$ cat src/rtl/sram_lane_pkg.sv
package sram_lane_pkg;

   typedef enum logic [1:0] {
      ST_IDLE   = 2'd0,
      ST_SETUP  = 2'd1,
      ST_ACCESS = 2'd2,
      ST_HOLD   = 2'd3
   } seq_state_e;

   // Number of access cycles: ceiling of access time over clock period, at least one.
   function automatic int unsigned access_cycles(input int unsigned clk_ps,
                                                 input int unsigned acc_ps);
      int unsigned n;
      n = (acc_ps + clk_ps - 1) / clk_ps;
      return (n < 1) ? 1 : n;
   endfunction

endpackage

$ cat src/rtl/sram_wait_timer.sv
module sram_wait_timer #(
   parameter int unsigned WAIT_CYC = 1,
   parameter int unsigned CNT_W    = 1
) (
   input  logic clk,
   input  logic rst_n,
   input  logic clear,
   input  logic run,
   output logic last
);
   generate
      if (WAIT_CYC == 1) begin : g_single
         // One access cycle: no counter needed.
         logic unused_ok;
         assign unused_ok = ^{clk, rst_n, clear};
         assign last = run;
      end else begin : g_count
         logic [CNT_W-1:0] cnt_q;
         always_ff @(posedge clk) begin
            if (!rst_n || clear) begin
               cnt_q <= '0;
            end else if (run) begin
               cnt_q <= cnt_q + CNT_W'(1);
            end
         end
         assign last = run && (cnt_q == CNT_W'(WAIT_CYC - 1));
      end
   endgenerate
endmodule

$ cat src/rtl/sram_seq_fsm.sv
module sram_seq_fsm
   import sram_lane_pkg::*;
#(
   parameter int unsigned ADDR_W = 16,
   parameter int unsigned DATA_W = 16,
   parameter int unsigned LANES  = 2
) (
   input  logic              clk,
   input  logic              rst_n,
   input  logic              req_valid,
   input  logic              req_write,
   input  logic [ADDR_W-1:0] req_addr,
   input  logic [DATA_W-1:0] req_wdata,
   input  logic [LANES-1:0]  req_be,
   input  logic              acc_last,
   output logic              req_ready,
   output seq_state_e        state_q,
   output seq_state_e        state_d,
   output logic              txn_write_q,
   output logic              txn_write_d,
   output logic [LANES-1:0]  txn_be_q,
   output logic [LANES-1:0]  txn_be_d,
   output logic [ADDR_W-1:0] txn_addr_q,
   output logic [DATA_W-1:0] txn_wdata_q,
   output logic              timer_clear,
   output logic              timer_run,
   output logic              cap_en,
   output logic [LANES-1:0]  cap_be
);
   logic accept;
   logic any_lane;
   logic load;

   assign req_ready = (state_q == ST_IDLE);
   assign accept    = req_valid && req_ready;
   assign any_lane  = |req_be;
   assign load      = accept && any_lane;

   always_comb begin
      state_d = state_q;
      unique case (state_q)
         ST_IDLE:   if (load) state_d = ST_SETUP;
         ST_SETUP:  state_d = ST_ACCESS;
         ST_ACCESS: if (acc_last) state_d = ST_HOLD;
         ST_HOLD:   state_d = ST_IDLE;
         default:   state_d = ST_IDLE;
      endcase
   end

   assign txn_write_d = load ? req_write : txn_write_q;
   assign txn_be_d    = load ? req_be    : txn_be_q;

   always_ff @(posedge clk) begin
      if (!rst_n) begin
         state_q     <= ST_IDLE;
         txn_write_q <= 1'b0;
         txn_be_q    <= '0;
         txn_addr_q  <= '0;
         txn_wdata_q <= '0;
      end else begin
         state_q     <= state_d;
         txn_write_q <= txn_write_d;
         txn_be_q    <= txn_be_d;
         if (load) begin
            txn_addr_q  <= req_addr;
            txn_wdata_q <= req_wdata;
         end
      end
   end

   assign timer_clear = (state_q == ST_SETUP);
   assign timer_run   = (state_q == ST_ACCESS);

   // Capture on the last access cycle of a read, or at once for an empty read.
   assign cap_en = ((state_q == ST_ACCESS) && acc_last && !txn_write_q)
                 || (accept && !any_lane && !req_write);
   assign cap_be = (state_q == ST_IDLE) ? req_be : txn_be_q;
endmodule

$ cat src/rtl/sram_pin_drive.sv
module sram_pin_drive
   import sram_lane_pkg::*;
#(
   parameter int unsigned LANES    = 2,
   parameter bit          REG_PINS = 1'b1
) (
   input  logic             clk,
   input  logic             rst_n,
   input  seq_state_e       state_q,
   input  seq_state_e       state_d,
   input  logic             write_q,
   input  logic             write_d,
   input  logic [LANES-1:0] be_q,
   input  logic [LANES-1:0] be_d,
   output logic             ce_n,
   output logic             we_n,
   output logic             oe_n,
   output logic             dq_oe,
   output logic [LANES-1:0] lane_n
);
   typedef struct packed {
      logic             ce_n;
      logic             we_n;
      logic             oe_n;
      logic             dq_oe;
      logic [LANES-1:0] lane_n;
   } pins_t;

   localparam pins_t PINS_IDLE = '{ce_n: 1'b1, we_n: 1'b1, oe_n: 1'b1,
                                   dq_oe: 1'b0, lane_n: '1};

   function automatic pins_t decode(input seq_state_e st, input logic wr,
                                    input logic [LANES-1:0] be);
      pins_t p;
      p        = PINS_IDLE;
      p.ce_n   = (st == ST_IDLE);
      p.we_n   = !((st == ST_ACCESS) && wr);
      p.oe_n   = !((st == ST_ACCESS) && !wr);
      p.dq_oe  = (st != ST_IDLE) && wr;
      p.lane_n = (st == ST_IDLE) ? '1 : ~be;
      return p;
   endfunction

   pins_t pins;

   generate
      if (REG_PINS) begin : g_reg
         // Pins come straight from flops, decoded from the next state.
         pins_t pins_q;
         logic  unused_ok;
         assign unused_ok = ^{state_q, write_q, be_q};
         always_ff @(posedge clk) begin
            if (!rst_n) pins_q <= PINS_IDLE;
            else        pins_q <= decode(state_d, write_d, be_d);
         end
         assign pins = pins_q;
      end else begin : g_comb
         logic unused_ok;
         assign unused_ok = ^{clk, rst_n, state_d, write_d, be_d};
         assign pins = decode(state_q, write_q, be_q);
      end
   endgenerate

   assign ce_n   = pins.ce_n;
   assign we_n   = pins.we_n;
   assign oe_n   = pins.oe_n;
   assign dq_oe  = pins.dq_oe;
   assign lane_n = pins.lane_n;
endmodule

$ cat src/rtl/sram_rd_capture.sv
module sram_rd_capture #(
   parameter int unsigned LANES  = 2,
   parameter int unsigned LANE_W = 8
) (
   input  logic                    clk,
   input  logic                    rst_n,
   input  logic                    cap_en,
   input  logic [LANES-1:0]        cap_be,
   input  logic [LANES*LANE_W-1:0] dq_in,
   output logic                    rsp_valid,
   output logic [LANES*LANE_W-1:0] rsp_rdata
);
   always_ff @(posedge clk) begin
      if (!rst_n) rsp_valid <= 1'b0;
      else        rsp_valid <= cap_en;
   end

   generate
      for (genvar k = 0; k < LANES; k++) begin : g_lane
         always_ff @(posedge clk) begin
            if (!rst_n) begin
               rsp_rdata[k*LANE_W +: LANE_W] <= '0;
            end else if (cap_en) begin
               rsp_rdata[k*LANE_W +: LANE_W] <=
                  cap_be[k] ? dq_in[k*LANE_W +: LANE_W] : '0;
            end
         end
      end
   endgenerate
endmodule

$ cat src/rtl/sram_lane_ctrl.sv
module sram_lane_ctrl
   import sram_lane_pkg::*;
#(
   parameter int unsigned ADDR_W   = 16,
   parameter int unsigned DATA_W   = 16,
   parameter int unsigned LANES    = 2,
   parameter int unsigned CLK_PS   = 20000,
   parameter int unsigned ACC_PS   = 12000,
   parameter bit          REG_PINS = 1'b1
) (
   input  logic              clk,
   input  logic              rst_n,
   input  logic              req_valid,
   output logic              req_ready,
   input  logic              req_write,
   input  logic [ADDR_W-1:0] req_addr,
   input  logic [DATA_W-1:0] req_wdata,
   input  logic [LANES-1:0]  req_be,
   output logic              rsp_valid,
   output logic [DATA_W-1:0] rsp_rdata,
   output logic [ADDR_W-1:0] ram_addr,
   output logic              ram_ce_n,
   output logic              ram_we_n,
   output logic              ram_oe_n,
   output logic [LANES-1:0]  ram_lane_n,
   output logic [DATA_W-1:0] ram_dq_out,
   output logic              ram_dq_oe,
   input  logic [DATA_W-1:0] ram_dq_in
);
   localparam int unsigned LANE_W   = DATA_W / LANES;
   localparam int unsigned WAIT_CYC = access_cycles(CLK_PS, ACC_PS);
   localparam int unsigned CNT_W    = $clog2(WAIT_CYC + 1);

   generate
      if (LANES < 1 || DATA_W % LANES != 0) begin : g_bad_lanes
         $error("DATA_W must split evenly into LANES byte lanes");
      end
      if (ADDR_W < 1 || CLK_PS < 1) begin : g_bad_clk
         $error("ADDR_W and CLK_PS must be nonzero");
      end
      if (WAIT_CYC > 1024) begin : g_bad_wait
         $error("access time too long for the wait counter");
      end
   endgenerate

   seq_state_e        state_q, state_d;
   logic              txn_write_q, txn_write_d;
   logic [LANES-1:0]  txn_be_q, txn_be_d;
   logic [ADDR_W-1:0] txn_addr_q;
   logic [DATA_W-1:0] txn_wdata_q;
   logic              timer_clear, timer_run, acc_last;
   logic              cap_en;
   logic [LANES-1:0]  cap_be;

   sram_seq_fsm #(.ADDR_W(ADDR_W), .DATA_W(DATA_W), .LANES(LANES)) u_fsm (
      .clk         (clk),
      .rst_n       (rst_n),
      .req_valid   (req_valid),
      .req_write   (req_write),
      .req_addr    (req_addr),
      .req_wdata   (req_wdata),
      .req_be      (req_be),
      .acc_last    (acc_last),
      .req_ready   (req_ready),
      .state_q     (state_q),
      .state_d     (state_d),
      .txn_write_q (txn_write_q),
      .txn_write_d (txn_write_d),
      .txn_be_q    (txn_be_q),
      .txn_be_d    (txn_be_d),
      .txn_addr_q  (txn_addr_q),
      .txn_wdata_q (txn_wdata_q),
      .timer_clear (timer_clear),
      .timer_run   (timer_run),
      .cap_en      (cap_en),
      .cap_be      (cap_be)
   );

   sram_wait_timer #(.WAIT_CYC(WAIT_CYC), .CNT_W(CNT_W)) u_timer (
      .clk   (clk),
      .rst_n (rst_n),
      .clear (timer_clear),
      .run   (timer_run),
      .last  (acc_last)
   );

   sram_pin_drive #(.LANES(LANES), .REG_PINS(REG_PINS)) u_pins (
      .clk     (clk),
      .rst_n   (rst_n),
      .state_q (state_q),
      .state_d (state_d),
      .write_q (txn_write_q),
      .write_d (txn_write_d),
      .be_q    (txn_be_q),
      .be_d    (txn_be_d),
      .ce_n    (ram_ce_n),
      .we_n    (ram_we_n),
      .oe_n    (ram_oe_n),
      .dq_oe   (ram_dq_oe),
      .lane_n  (ram_lane_n)
   );

   sram_rd_capture #(.LANES(LANES), .LANE_W(LANE_W)) u_cap (
      .clk       (clk),
      .rst_n     (rst_n),
      .cap_en    (cap_en),
      .cap_be    (cap_be),
      .dq_in     (ram_dq_in),
      .rsp_valid (rsp_valid),
      .rsp_rdata (rsp_rdata)
   );

   assign ram_addr   = txn_addr_q;
   assign ram_dq_out = txn_wdata_q;
endmodule

$ cat config.mk
export PLATFORM = sky130hd
export DESIGN_NAME = sram_lane_ctrl
export DESIGN_NICKNAME = d
export VERILOG_FILES = /design/src/rtl/sram_lane_pkg.sv /design/src/rtl/sram_wait_timer.sv /design/src/rtl/sram_seq_fsm.sv /design/src/rtl/sram_pin_drive.sv /design/src/rtl/sram_rd_capture.sv /design/src/rtl/sram_lane_ctrl.sv
export SDC_FILE = /design/constraint.sdc
export NUM_CORES = 1
export LEC_CHECK = 0
export ABC_AREA = 1
export CAP_MARGIN = 20
export CELL_PAD_IN_SITES_DETAIL_PLACEMENT = 2
export CELL_PAD_IN_SITES_GLOBAL_PLACEMENT = 2
export CORE_MARGIN = 2
export CORE_UTILIZATION = 22
export DETAILED_ROUTE_END_ITERATION = 12
export GPL_TIMING_DRIVEN = 0
export HOLD_SLACK_MARGIN = 0.06
export PLACE_DENSITY_LB_ADDON = 0.3
export SLEW_MARGIN = 20
export SYNTH_ARGS = -nofsm -noshare
export SYNTH_HDL_FRONTEND = slang
export SYNTH_SLANG_ARGS = --single-unit
$ cat constraint.sdc
create_clock -name clk -period 1.7 [get_ports clk]
set_input_delay 0.425 -clock clk [delete_from_list [all_inputs] [get_ports clk]]
set_output_delay 0.425 -clock clk [all_outputs]
set_load 0.02 [all_outputs]
==> results of run 1 <==
[routing by layer]
metal,vias up,global-route usage
li1,1202,-
met1,1139,0.166
met2,77,0.228
met3,12,0.0729
met4,0,0.0488
met5,-,0
[worst reg2reg max path, stage by stage, from the launching register on]
cell	delay [ns]
dfxtp_1	0.33
inv_1	0.13
ha_4	0.21
nand2_4	0.09
inv_1	0.12
nand2_2	0.14
buf_2	0.22
nor2_1	0.13
nor2_1	0.06
[synth_stat cells, drive strengths merged]
cell and instances:
nand4 1, nand3b 7, nand2 51, a21oi 3, buf 12, or2 2
nand3 18, ha 3, inv 18, o21ai 33, clkbuf 4, a31oi 1
dfxtp 60, nor2 94
[flip-flops by register name, indices dropped and copies added, names as in the netlist]
| register | flops |
|---|---|
| u_fsm.state_q | 2 |
| u_fsm.txn_wdata_q | 16 |
| u_fsm.txn_addr_q | 16 |
| u_pins.ce_n | 1 |
| u_pins.lane_n | 2 |
| u_fsm.txn_be_q | 2 |
| u_fsm.txn_write_q | 1 |
| u_pins.oe_n | 1 |
| u_pins.we_n | 1 |
| u_cap.rsp_rdata | 16 |
| u_pins.dq_oe | 1 |
| u_cap.rsp_valid | 1 |
[logic make-up after synthesis]
family                   synth area share
AND/OR/NAND/NOR                     0.344
flip-flops                          0.492
buffers and inverters              0.0718
AO/OA/AOI/OAI                      0.0764
adder cells (fa/ha/maj)            0.0154
[power groups by stage]
stage / registers (mW) / logic, mW / clock network, mW
detailed placement: 1.79 / 1.81 / 0
global route: 1.77 / 1.86 / 1.27
CTS: 1.75 / 1.71 / 1.22
global placement: 1.78 / 1.78 / 0
floorplan: 2.03 / 0.768 / 0
finish: 1.75 / 1.66 / 1.16
[layout make-up]
type / instances / share of cell area
Timing Repair Buffer: 108 / 0.268
Buffer: 16 / 0.0282
Multi-Input combinational cell: 213 / 0.282
Tap cell: 140 / 0.0459
Sequential cell: 60 / 0.315
Inverter: 18 / 0.0177
Clock inverter: 2 / 0.00262
Clock buffer: 13 / 0.0416
[final timing paths]
| check | endpoint | slack, ns | cells past startpoint |
|---|---|---|---|
| worst min-delay path | u_pins.ce_n$_SDFF_PN1_ | 0.44 | 2 |
| worst max-delay path | req_ready | 0.09 | 3 |
| worst max register to register | u_fsm.txn_wdata_q[15]$_SDFFE_PN0P_ | 0.18 | 8 |
| worst min register to register | u_fsm.txn_wdata_q[7]$_SDFFE_PN0P_ | 0.49 | 2 |
[per-stage QoR]
stage | util | power, mW | setup TNS [ns] | setup WS, ns | instances
after floorplan | - | 2.80 | 0 | 0.137 | 307
after global placement | 0.341 | 3.55 | -3.89 | -0.162 | 555
after detailed placement | 0.341 | 3.60 | -5.28 | -0.205 | 555
after CTS | 0.351 | 4.67 | 0 | 0.00175 | 570
after global routing | 0.352 | 4.90 | 0 | 0.0256 | 570
final | 0.352 | 4.56 | 0 | 0.0874 | 570
[timing repair]
action                                  CTS  global route
endpoints found under the hold margin     0             0
resized for setup                        57             4
gates cloned                              0             0
endpoints found under the setup margin   88             4
pin swaps                                 1             0
==> results.tsv, run 1 <==
stage	metric	value	unit
yosys	netlist_instances	307	
pwr	internal-power	2.90	mW
worst_setup_path	crit_required	1.27	ns
route	top_layer	met4	
die	die_w	109	µm
route	routed_via_density	4.26	
sta	fmax	620	MHz
die	core-area	10800	µm²
yosys	syn_nets	364	
cts	cts-buffers-inserted	9	
pwr	clkPwrFrac	0.253	
worst_setup_path	cp_num_buf_inv	2	
pwr	p_leak	1.85	nW
yosys	synth_top_cell_area_share	0.492	
cts	cts_tree	done	
route	final_antenna_net_count	0	
sta	maxSlewViolCount	0	
pwr	power_frac_seq	0.383	
die	die_h	109	µm
route	drtIter0Drc	51	
cts	path_clk_slew	0.07	ns
worst_setup_path	worstSetupStartpoint	u_fsm.state_q[0]$_SDFF_PN0_	
sta	whs	0.437	ns
finish	fin_area	3820	µm²
sta	slew_headroom	0.731	
placement	hpwl	6.12	mm
pwr	power.density	1190	nW/µm²
yosys	syn_area	2440	µm²
route	met3_length	858	µm
cts	root_buffer	clkbuf_8	
cts	worstSkewPairLatency	0.33	ns
cts	ctsLongestPathBuffers	2	
min_path	hold_path_class	in2reg	
sta	setup_viol	0	
yosys	synth.avg_cell_area	7.95	µm²
cts	cts_hold_buf	0	
global_route	grt_max_degree	11	
die	io-pin-count	110	
sta	skew	0.00287	ns
sta	rsz0062_at_grt	no	
route	met1_length	3.55	mm
worst_setup_path	crit_family	flip-flops	
pwr	combPwrFrac	0.364	
worst_setup_path	crit_chain	inv_1 -> ha_4 -> buf_2	
cts	postCtsSetupBuffers	0	
die	start_util	0.225	
yosys	ys_types	23	
min_path	hp-start	rst_n	
finish	area_growth	56.5	%
die	die-area	11900	µm²
finish	multiInputGateArea	1080	µm²
sta	worst_slew_pin_slew	0.403	ns
sta	hold_viol	0	
pwr	swShare	0.363	
route	route.detailed.drc	0	
pwr	ir_drop	0.338	mV
worst_setup_path	cp_max_fo	8	
worst_setup_path	cpPeakStageDelay	0.33	ns
finish	final_layout_size_suffix_gt1_frac	0.160	
pwr	p_sw	1.66	mW
flow_run	cap_violations	0	
route	wl_per_cell	14.5	µm
route	dr_wl_met2	3.74	mm
finish	layout.nets	483	
sta	min_period_over_period	0.949	
worst_setup_path	critPathSlowestCell	dfxtp_1	
global_route	grt_pass1_wl	13.0	mm
status	outcome	finished clean	
yosys	yosys.area.top_type	dfxtp_1	
yosys	synth-warning-count	0	
cts	clock-sinks	60	
route	drtPass1Iterations	4	
worst_setup_path	start_kind	flip-flop	
global_route	antenna_found_initial	0	
yosys	synth_seq_area_share	0.492	
route	num_vias	2430	
yosys	yosys-top-cells-area	dfxtp_1 (49%), nor2_1 (11%), nand2_1 (5.2%), o21ai_0 (4.9%), nor2_2 (4.6%)	
route	wirelength	8.25	mm
global_route	grt-ovfl-total	0	
global_route	grt_pass1_vias	2584	
worst_setup_path	path_class	reg2out	
placement	gp_congestion	0.679	
finish	seqCellArea	1200	µm²
finish	final_cell_mix	nor2_1 (73), dfxtp_1 (60), clkdlybuf4s50_1 (52), dlygate4sd2_1 (51), nand2_1 (34)	
die	std_cell_rows	38	
worst_setup_path	worstPathArrival	1.19	ns
finish	diodes	0	
placement	io_buffers	108	
cts	htreeDepth	3	
placement	placed_cell_area	3700	µm²
global_route	track_usage	0.143	
finish	fillers	1260	
worst_setup_path	timing.rr.start	u_fsm.state_q[0]$_SDFF_PN0_	
yosys	ys_seq_elements	60	
finish	final_common_cell	nor2_1	
worst_setup_path	end_kind	output port	
sta	min_period	1.61	ns
Note: power is estimated with default switching activity, not from simulation.
==> inputs of run 2 (changes only) <==
--- a/config.mk
+++ b/config.mk
@@ -6,11 +6,11 @@
 export NUM_CORES = 1
 export LEC_CHECK = 0
 export ABC_AREA = 1
-export CAP_MARGIN = 20
-export CELL_PAD_IN_SITES_DETAIL_PLACEMENT = 2
-export CELL_PAD_IN_SITES_GLOBAL_PLACEMENT = 2
+export CAP_MARGIN = 10
+export CELL_PAD_IN_SITES_DETAIL_PLACEMENT = 1
+export CELL_PAD_IN_SITES_GLOBAL_PLACEMENT = 1
 export CORE_MARGIN = 2
-export CORE_UTILIZATION = 22
+export CORE_UTILIZATION = 29
 export DETAILED_ROUTE_END_ITERATION = 12
 export GPL_TIMING_DRIVEN = 0
 export HOLD_SLACK_MARGIN = 0.06
==> run 2 against run 1 <==
Clock skew is 0.0042 ns higher. Flip-flop and latch count stayed put. Sequential power hardly changed. Critical path type unchanged.
==> results.tsv, run 2 (synthesis gave the netlist of run 1 again) <==
stage	metric	value	unit	change
finish	fin_cells	536		-6.0%
route	final_antenna_net_count	0		unchanged
sta	skew	0.00707	ns	+0.00420 ns
sta	setup_viol	0		unchanged
finish	final_cell_mix	nor2_1 (73), dfxtp_1 (59), clkdlybuf4s50_1 (54), dlygate4sd2_1 (46), nand2_1 (34)		
worst_setup_path	rr_worst_depth	9		+1
global_route	grt_max_degree	11		unchanged
sta	slew_headroom	0.759		+0.0280
placement	gp_congestion	0.734		+8.2%
die	io-pin-count	110		unchanged
worst_setup_path	crit_chain	clkdlybuf4s50_1		
finish	layout.nets	484		+0.21%
sta	whs	0.458	ns	+0.0209 ns
global_route	antenna_found_initial	0		unchanged
worst_setup_path	path_class	reg2out		
global_route	grt_pass1_wl	11.8	mm	-9.4%
route	wirelength	7.32	mm	-11%
placement	io_buffers	108		unchanged
min_path	hp-start	rst_n		
sta	hold_viol	0		unchanged
worst_setup_path	cp_max_fo	1		-7
placement	dp.cells	520		-6.3%
worst_setup_path	r2r_end	u_cap.rsp_rdata[8]$_SDFFE_PN0P_		
status	outcome	finished clean		
worst_setup_path	cpPeakStageDelay	0.59	ns	+0.26 ns
worst_setup_path	cp_num_buf_inv	1		-1
sta	min_period_over_period	0.977		+0.0286
pwr	power	4.55	mW	-0.25%
worst_setup_path	critPathSlowestCell	clkdlybuf4s50_1		
cts	htreeDepth	3		unchanged
route	wl_per_cell	13.7	µm	-5.6%
pwr	p_leak	1.89	nW	+2.0%
route	route.detailed.drc	0		unchanged
route	routed_via_density	4.48		+5.0%
route	dr_wl_met2	3.36	mm	-10%
sta	tns	0	ns	unchanged
worst_setup_path	crit_required	1.27	ns	about the same
die	die-area	9160	µm²	-23%
cts	root_buffer	clkbuf_8		
worst_setup_path	timing.rr.start	u_fsm.state_q[0]$_SDFF_PN0_		
die	core-area	8180	µm²	-25%
route	num_vias	2399		-1.3%
sta	fmax	602	MHz	-2.9%
flow_run	cap_violations	0		unchanged
worst_setup_path	start_kind	flip-flop		
min_path	hold_path_class	in2reg		
pwr	power.density	1200	nW/µm²	+0.15%
cts	path_clk_slew	0.07	ns	about the same
route	drtIter0Drc	36		-29%
global_route	grt-ovfl-total	0		unchanged
sta	worst_slew_pin_slew	0.361	ns	-0.0420 ns
cts	ctsLongestPathBuffers	2		unchanged
worst_setup_path	end_kind	output port		
finish	diodes	0		unchanged
min_path	holdPathStages	2		unchanged
sta	min_period	1.66	ns	+0.0487 ns
finish	final_layout_size_suffix_gt1_frac	0.165		+0.00427
cts	worstSkewPairLatency	0.33	ns	about the same
cts	cts_tree	done		
cts	cts-buffers-inserted	9		unchanged
global_route	track_usage	0.167		+0.0239
route	met3_length	723	µm	-16%
sta	maxSlewViolCount	0		unchanged
route	top_layer	met4		
finish	area_growth	55.9	%	
worst_setup_path	worstPathArrival	1.24	ns	+0.05 ns
finish	reg.largest.list	u_cap.rsp_rdata (16), u_fsm.txn_addr_q (16), u_fsm.txn_wdata_q (16)		
finish	fin_area	3800	µm²	-0.39%
die	std_cell_rows	33		-13%
die	die_w	95.7	µm	-12%
global_route	grt_pass1_vias	2536		-1.9%
route	drtPass1Iterations	4		unchanged
placement	placed_cell_area	3650	µm²	-1.2%
worst_setup_path	reg2reg_slack	0.12	ns	-0.06 ns
worst_setup_path	crit_family	buffers and inverters		
route	met1_length	3.17	mm	-11%
pwr	ir_drop	0.494	mV	+46%
placement	hpwl	5.40	mm	-12%
finish	final_common_cell	nor2_1		
cts	clock-sinks	60		unchanged
die	die_h	95.7	µm	-12%
min_path	worstHoldEndpoint	u_pins.ce_n$_SDFF_PN1_		
die	start_util	0.298		+0.0734
==> run 2: cell types whose count changed in the layout (fill, tap and decap cells not counted) <==
cell             previous run  this run
dlygate4sd2_1              51        46
dlymetal6s2s_1              4         7
clkdlybuf4s50_1            52        54
buf_2                      10         9
buf_4                       1         2
clkdlybuf4s15_2             0         1
dfxtp_1                    60        59
dfxtp_2                     0         1
==> run 2: power by group <==
part / switching [mW] / internal [mW] / total, mW
clock network: 0.541 / 0.597 / 1.14
registers: 0.108 / 1.64 / 1.75
logic: 0.974 / 0.690 / 1.66
==> run 2: worst max path at each step <==
stage / start / to / slack, ns / cells after the start
2_1_floorplan: u_fsm.state_q[0]$_SDFF_PN0_ / u_cap.rsp_rdata[13]$_SDFFE_PN0P_ / 0.14 / 10
3_3_place_gp: u_fsm.state_q[0]$_SDFF_PN0_ / req_ready / -0.14 / 3
3_5_place_dp: u_fsm.state_q[0]$_SDFF_PN0_ / req_ready / -0.18 / 3
4_1_cts: u_cap.rsp_rdata[2]$_SDFFE_PN0P_ / rsp_rdata[2] / 0.001 / 1
5_1_grt: u_pins.lane_n[0]$_SDFF_PP1_ / ram_lane_n[0] / -0.004 / 1
6_report: u_pins.lane_n[0]$_SDFF_PP1_ / ram_lane_n[0] / 0.04 / 1
==> run 2: what timing repair did <==
action,4_1_cts,5_1_grt
pin swaps,1,1
setup endpoints to repair,50,8
hold buffers,0,0
gates resized for setup,52,7
buffers inserted,0,1
==> run 2: final cells by class <==
type | instances | area, µm²
Fill cell | 1004 | 4370
Sequential cell | 60 | 1200
Multi-Input combinational cell | 213 | 1080
Timing Repair Buffer | 109 | 1050
Clock buffer | 13 | 159
Tap cell | 105 | 131
Buffer | 16 | 108
Inverter | 18 | 67.6
Clock inverter | 2 | 10.0
==> run 2: through the flow <==
| step | worst slack (ns) | util |
|---|---|---|
| finish | 0.0388 | 0.465 |
| global route | -0.00439 | 0.465 |
| CTS | 0.00124 | 0.462 |
| detailed placement | -0.180 | 0.447 |
| global placement | -0.142 | 0.447 |
| floorplan | 0.137 | - |
==> run 2: layer usage <==
metal,up-vias,GRT usage
li1,1198,-
met1,1116,0.194
met2,79,0.277
met3,6,0.0775
met4,0,0.0464
met5,-,0
==> inputs of run 3 (changes only) <==
--- a/config.mk
+++ b/config.mk
@@ -9,6 +9,7 @@
 export CAP_MARGIN = 10
 export CELL_PAD_IN_SITES_DETAIL_PLACEMENT = 1
 export CELL_PAD_IN_SITES_GLOBAL_PLACEMENT = 1
+export CORE_ASPECT_RATIO = 1.4
 export CORE_MARGIN = 2
 export CORE_UTILIZATION = 29
 export DETAILED_ROUTE_END_ITERATION = 12
==> run 3 against run 2 <==
Flip-flop and latch count is the same. Worst hold slack lost 0.0048 ns. Wire length grew 1.3%. Non-clock buffer count fell by 1. Critical endpoint is now ram_lane_n[1]. Cell count shrank 0.56%. Core utilization rose by 3.2 points. Clock power up 86%. Die area up 0.11%. Count of clock-buffer cells in the layout decreased by 1. First-iteration DRC count shrank 2.8%. Combinational power grew 2%.
==> results.tsv, run 3 (synthesis gave the netlist of run 1 again) <==
stage	metric	value	unit	change
worst_setup_path	cp_num_buf_inv	1		unchanged
sta	skew	0.00547	ns	-0.00160 ns
cts	clock-sinks	60		unchanged
route	wirelength	7.42	mm	+1.3%
pwr	internal-power	3.87	mW	+32%
sta	fmax	608	MHz	+1.0%
sta	whs	0.453	ns	-0.00483 ns
finish	final_cell_mix	nor2_1 (73), dfxtp_1 (60), clkdlybuf4s50_1 (55), nand2_1 (34), dlymetal6s2s_1 (29)		
finish	multiInputGateArea	1080	µm²	unchanged
finish	layout.nets	483		-0.21%
pwr	combPwrFrac	0.304		-0.062
route	route.detailed.drc	0		unchanged
sta	min_period_over_period	0.967		-0.00973
worst_setup_path	critPathSlowestCell	clkdlybuf4s50_1		
global_route	antenna_found_initial	0		unchanged
cts	postCtsSetupBuffers	0		unchanged
pwr	clkPwrFrac	0.381		+0.131
status	outcome	finished clean		
worst_setup_path	path_class	reg2out		
placement	gp_congestion	0.721		-1.9%
cts	root_buffer	clkbuf_16		
route	num_vias	2374		-1.0%
flow_run	cap_violations	0		unchanged
worst_setup_path	crit_end	ram_lane_n[1]		
sta	worst_slew_pin_slew	0.377	ns	+0.0161 ns
worst_setup_path	crit_chain	clkdlybuf4s50_1		
sta	min_period	1.64	ns	-0.0165 ns
finish	final_common_cell	nor2_1		
worst_setup_path	start_kind	flip-flop		
worst_setup_path	rr_worst_depth	8		-1
placement	hpwl	5.47	mm	+1.3%
finish	seqCellArea	1200	µm²	-0.10%
cts	ctsLongestPathBuffers	2		unchanged
cts	path_clk_slew	0.05	ns	-0.02 ns
die	core-area	8150	µm²	-0.32%
route	drtIter0Drc	35		-2.8%
worst_setup_path	timing.rr.start	u_fsm.state_q[0]$_SDFF_PN0_		
placement	io_buffers	108		unchanged
worst_setup_path	cpPeakStageDelay	0.59	ns	about the same
worst_setup_path	crit_family	buffers and inverters		
die	std_cell_rows	39		+18%
sta	setup_viol	0		unchanged
finish	area_growth	66.2	%	
min_path	hold_path_class	in2reg		
global_route	grt-ovfl-total	0		unchanged
route	drtPass1Iterations	3		-1
worst_setup_path	cp.depth	1		unchanged
finish	diodes	0		unchanged
die	die_h	113	µm	+18%
die	start_util	0.299		+0.000962
cts	cts_tree	done		
sta	rsz0062_at_grt	no		
die	die-area	9170	µm²	+0.11%
worst_setup_path	cp_max_fo	1		unchanged
worst_setup_path	crit_required	1.27	ns	about the same
pwr	p_leak	2.23	nW	+18%
global_route	track_usage	0.170		+0.00261
sta	hold_viol	0		unchanged
finish	fin_cells	533		-0.56%
sta	slew_headroom	0.749		-0.0107
placement	post-place-ws	-0.169	ns	+0.0112 ns
pwr	swShare	0.305		-0.0517
route	routed_via_density	4.45		-0.49%
sta	maxSlewViolCount	0		unchanged
cts	cts-buffers-inserted	9		unchanged
worst_setup_path	r2r_end	u_cap.rsp_rdata[4]$_SDFFE_PN0P_		
route	final_antenna_net_count	0		unchanged
pwr	p_sw	1.70	mW	+4.7%
cts	cts_hold_buf	0		unchanged
finish	final_core_util	0.497		+0.0322
finish	fillers	970		-3.4%
route	wl_per_cell	13.9	µm	+1.9%
cts	worstSkewPairLatency	0.32	ns	about the same
worst_setup_path	reg2reg_slack	0.17	ns	+0.05 ns
pwr	ir_drop	0.601	mV	+22%
worst_setup_path	worstPathArrival	1.22	ns	-0.02 ns
pwr	power	5.57	mW	+22%
finish	reg.largest.list	u_cap.rsp_rdata (16), u_fsm.txn_addr_q (16), u_fsm.txn_wdata_q (16)		
global_route	grt_pass1_wl	12.1	mm	+2.3%
sta	setup_ws	0.0553	ns	+0.0165 ns
die	die_w	81.5	µm	-15%
die	io-pin-count	110		unchanged
worst_setup_path	worstSetupStartpoint	u_pins.lane_n[1]$_SDFF_PP1_		
worst_setup_path	end_kind	output port		
global_route	grt_pass1_vias	2516		-0.79%
pwr	power.density	1370	nW/µm²	+15%
global_route	grt_max_degree	11		unchanged
finish	final_layout_size_suffix_gt1_frac	0.165		unchanged
pwr	power_frac_seq	0.315		-0.069
placement	dp.cells	517		-0.58%
cts	htreeDepth	3		unchanged
==> run 3: cell count changes in the layout (fill, tap and decap cells not counted), sizes merged <==
cell	before	now
clkdlybuf4s15	1	0
buf	13	12
clkinv	2	1
clkdlybuf4s50	54	55
bufinv	0	3
dlygate4sd2	46	23
dlymetal6s2s	7	29
==> run 3: power by group through the flow <==
stage,Sequential (mW),Combinational [mW],Clock (mW)
6_report,1.75,1.70,2.12
5_1_grt,1.78,1.87,2.23
4_1_cts,1.76,1.75,2.17
3_5_place_dp,1.79,1.79,0
3_3_place_gp,1.78,1.76,0
2_1_floorplan,2.03,0.768,0
==> run 3: stage by stage <==
stage	area, µm²	setup TNS, ns
2_1_floorplan	2440	0
3_3_place_gp	3650	-3.28
3_5_place_dp	3650	-4.60
4_1_cts	3980	0
5_1_grt	4050	0
6_report	4050	0
==> run 3: layout make-up <==
class | instances | area share
clock buffer | 12 | 0.0633
inverter | 18 | 0.0167
multi-input combinational | 213 | 0.265
buffer | 16 | 0.0272
tap | 102 | 0.0315
sequential | 60 | 0.296
timing repair buffer | 108 | 0.276
clock inverter | 4 | 0.0235
==> run 3: worst min-delay path by stage <==
stage          depth (start not counted)                          from  slack (ns)                      endpoint
2_1_floorplan                          2  u_fsm.txn_be_q[1]$_SDFF_PN0_        0.45  u_fsm.txn_be_q[1]$_SDFF_PN0_
4_1_cts                                2                         rst_n        0.47        u_pins.ce_n$_SDFF_PN1_
3_3_place_gp                           2  u_fsm.txn_be_q[1]$_SDFF_PN0_        0.47  u_fsm.txn_be_q[1]$_SDFF_PN0_
5_1_grt                                2                         rst_n        0.49        u_pins.ce_n$_SDFF_PN1_
6_report                               2                         rst_n        0.45        u_pins.ce_n$_SDFF_PN1_
3_5_place_dp                           2  u_fsm.txn_be_q[0]$_SDFF_PN0_        0.48  u_fsm.txn_be_q[0]$_SDFF_PN0_
==> run 3: repair_timing <==
item,in CTS,in global routing
gates resized for setup,29,30
setup endpoints to repair,31,30
hold endpoints to repair,0,0
pin swaps,0,0
==> run 3: routing by layer <==
layer	up-vias	GRT usage	routed length [µm]
met1	1068	0.187	3030
met4	0	0.0723	130
met5	-	0	0
met2	86	0.283	3600
met3	12	0.0683	652
li1	1208	-	-
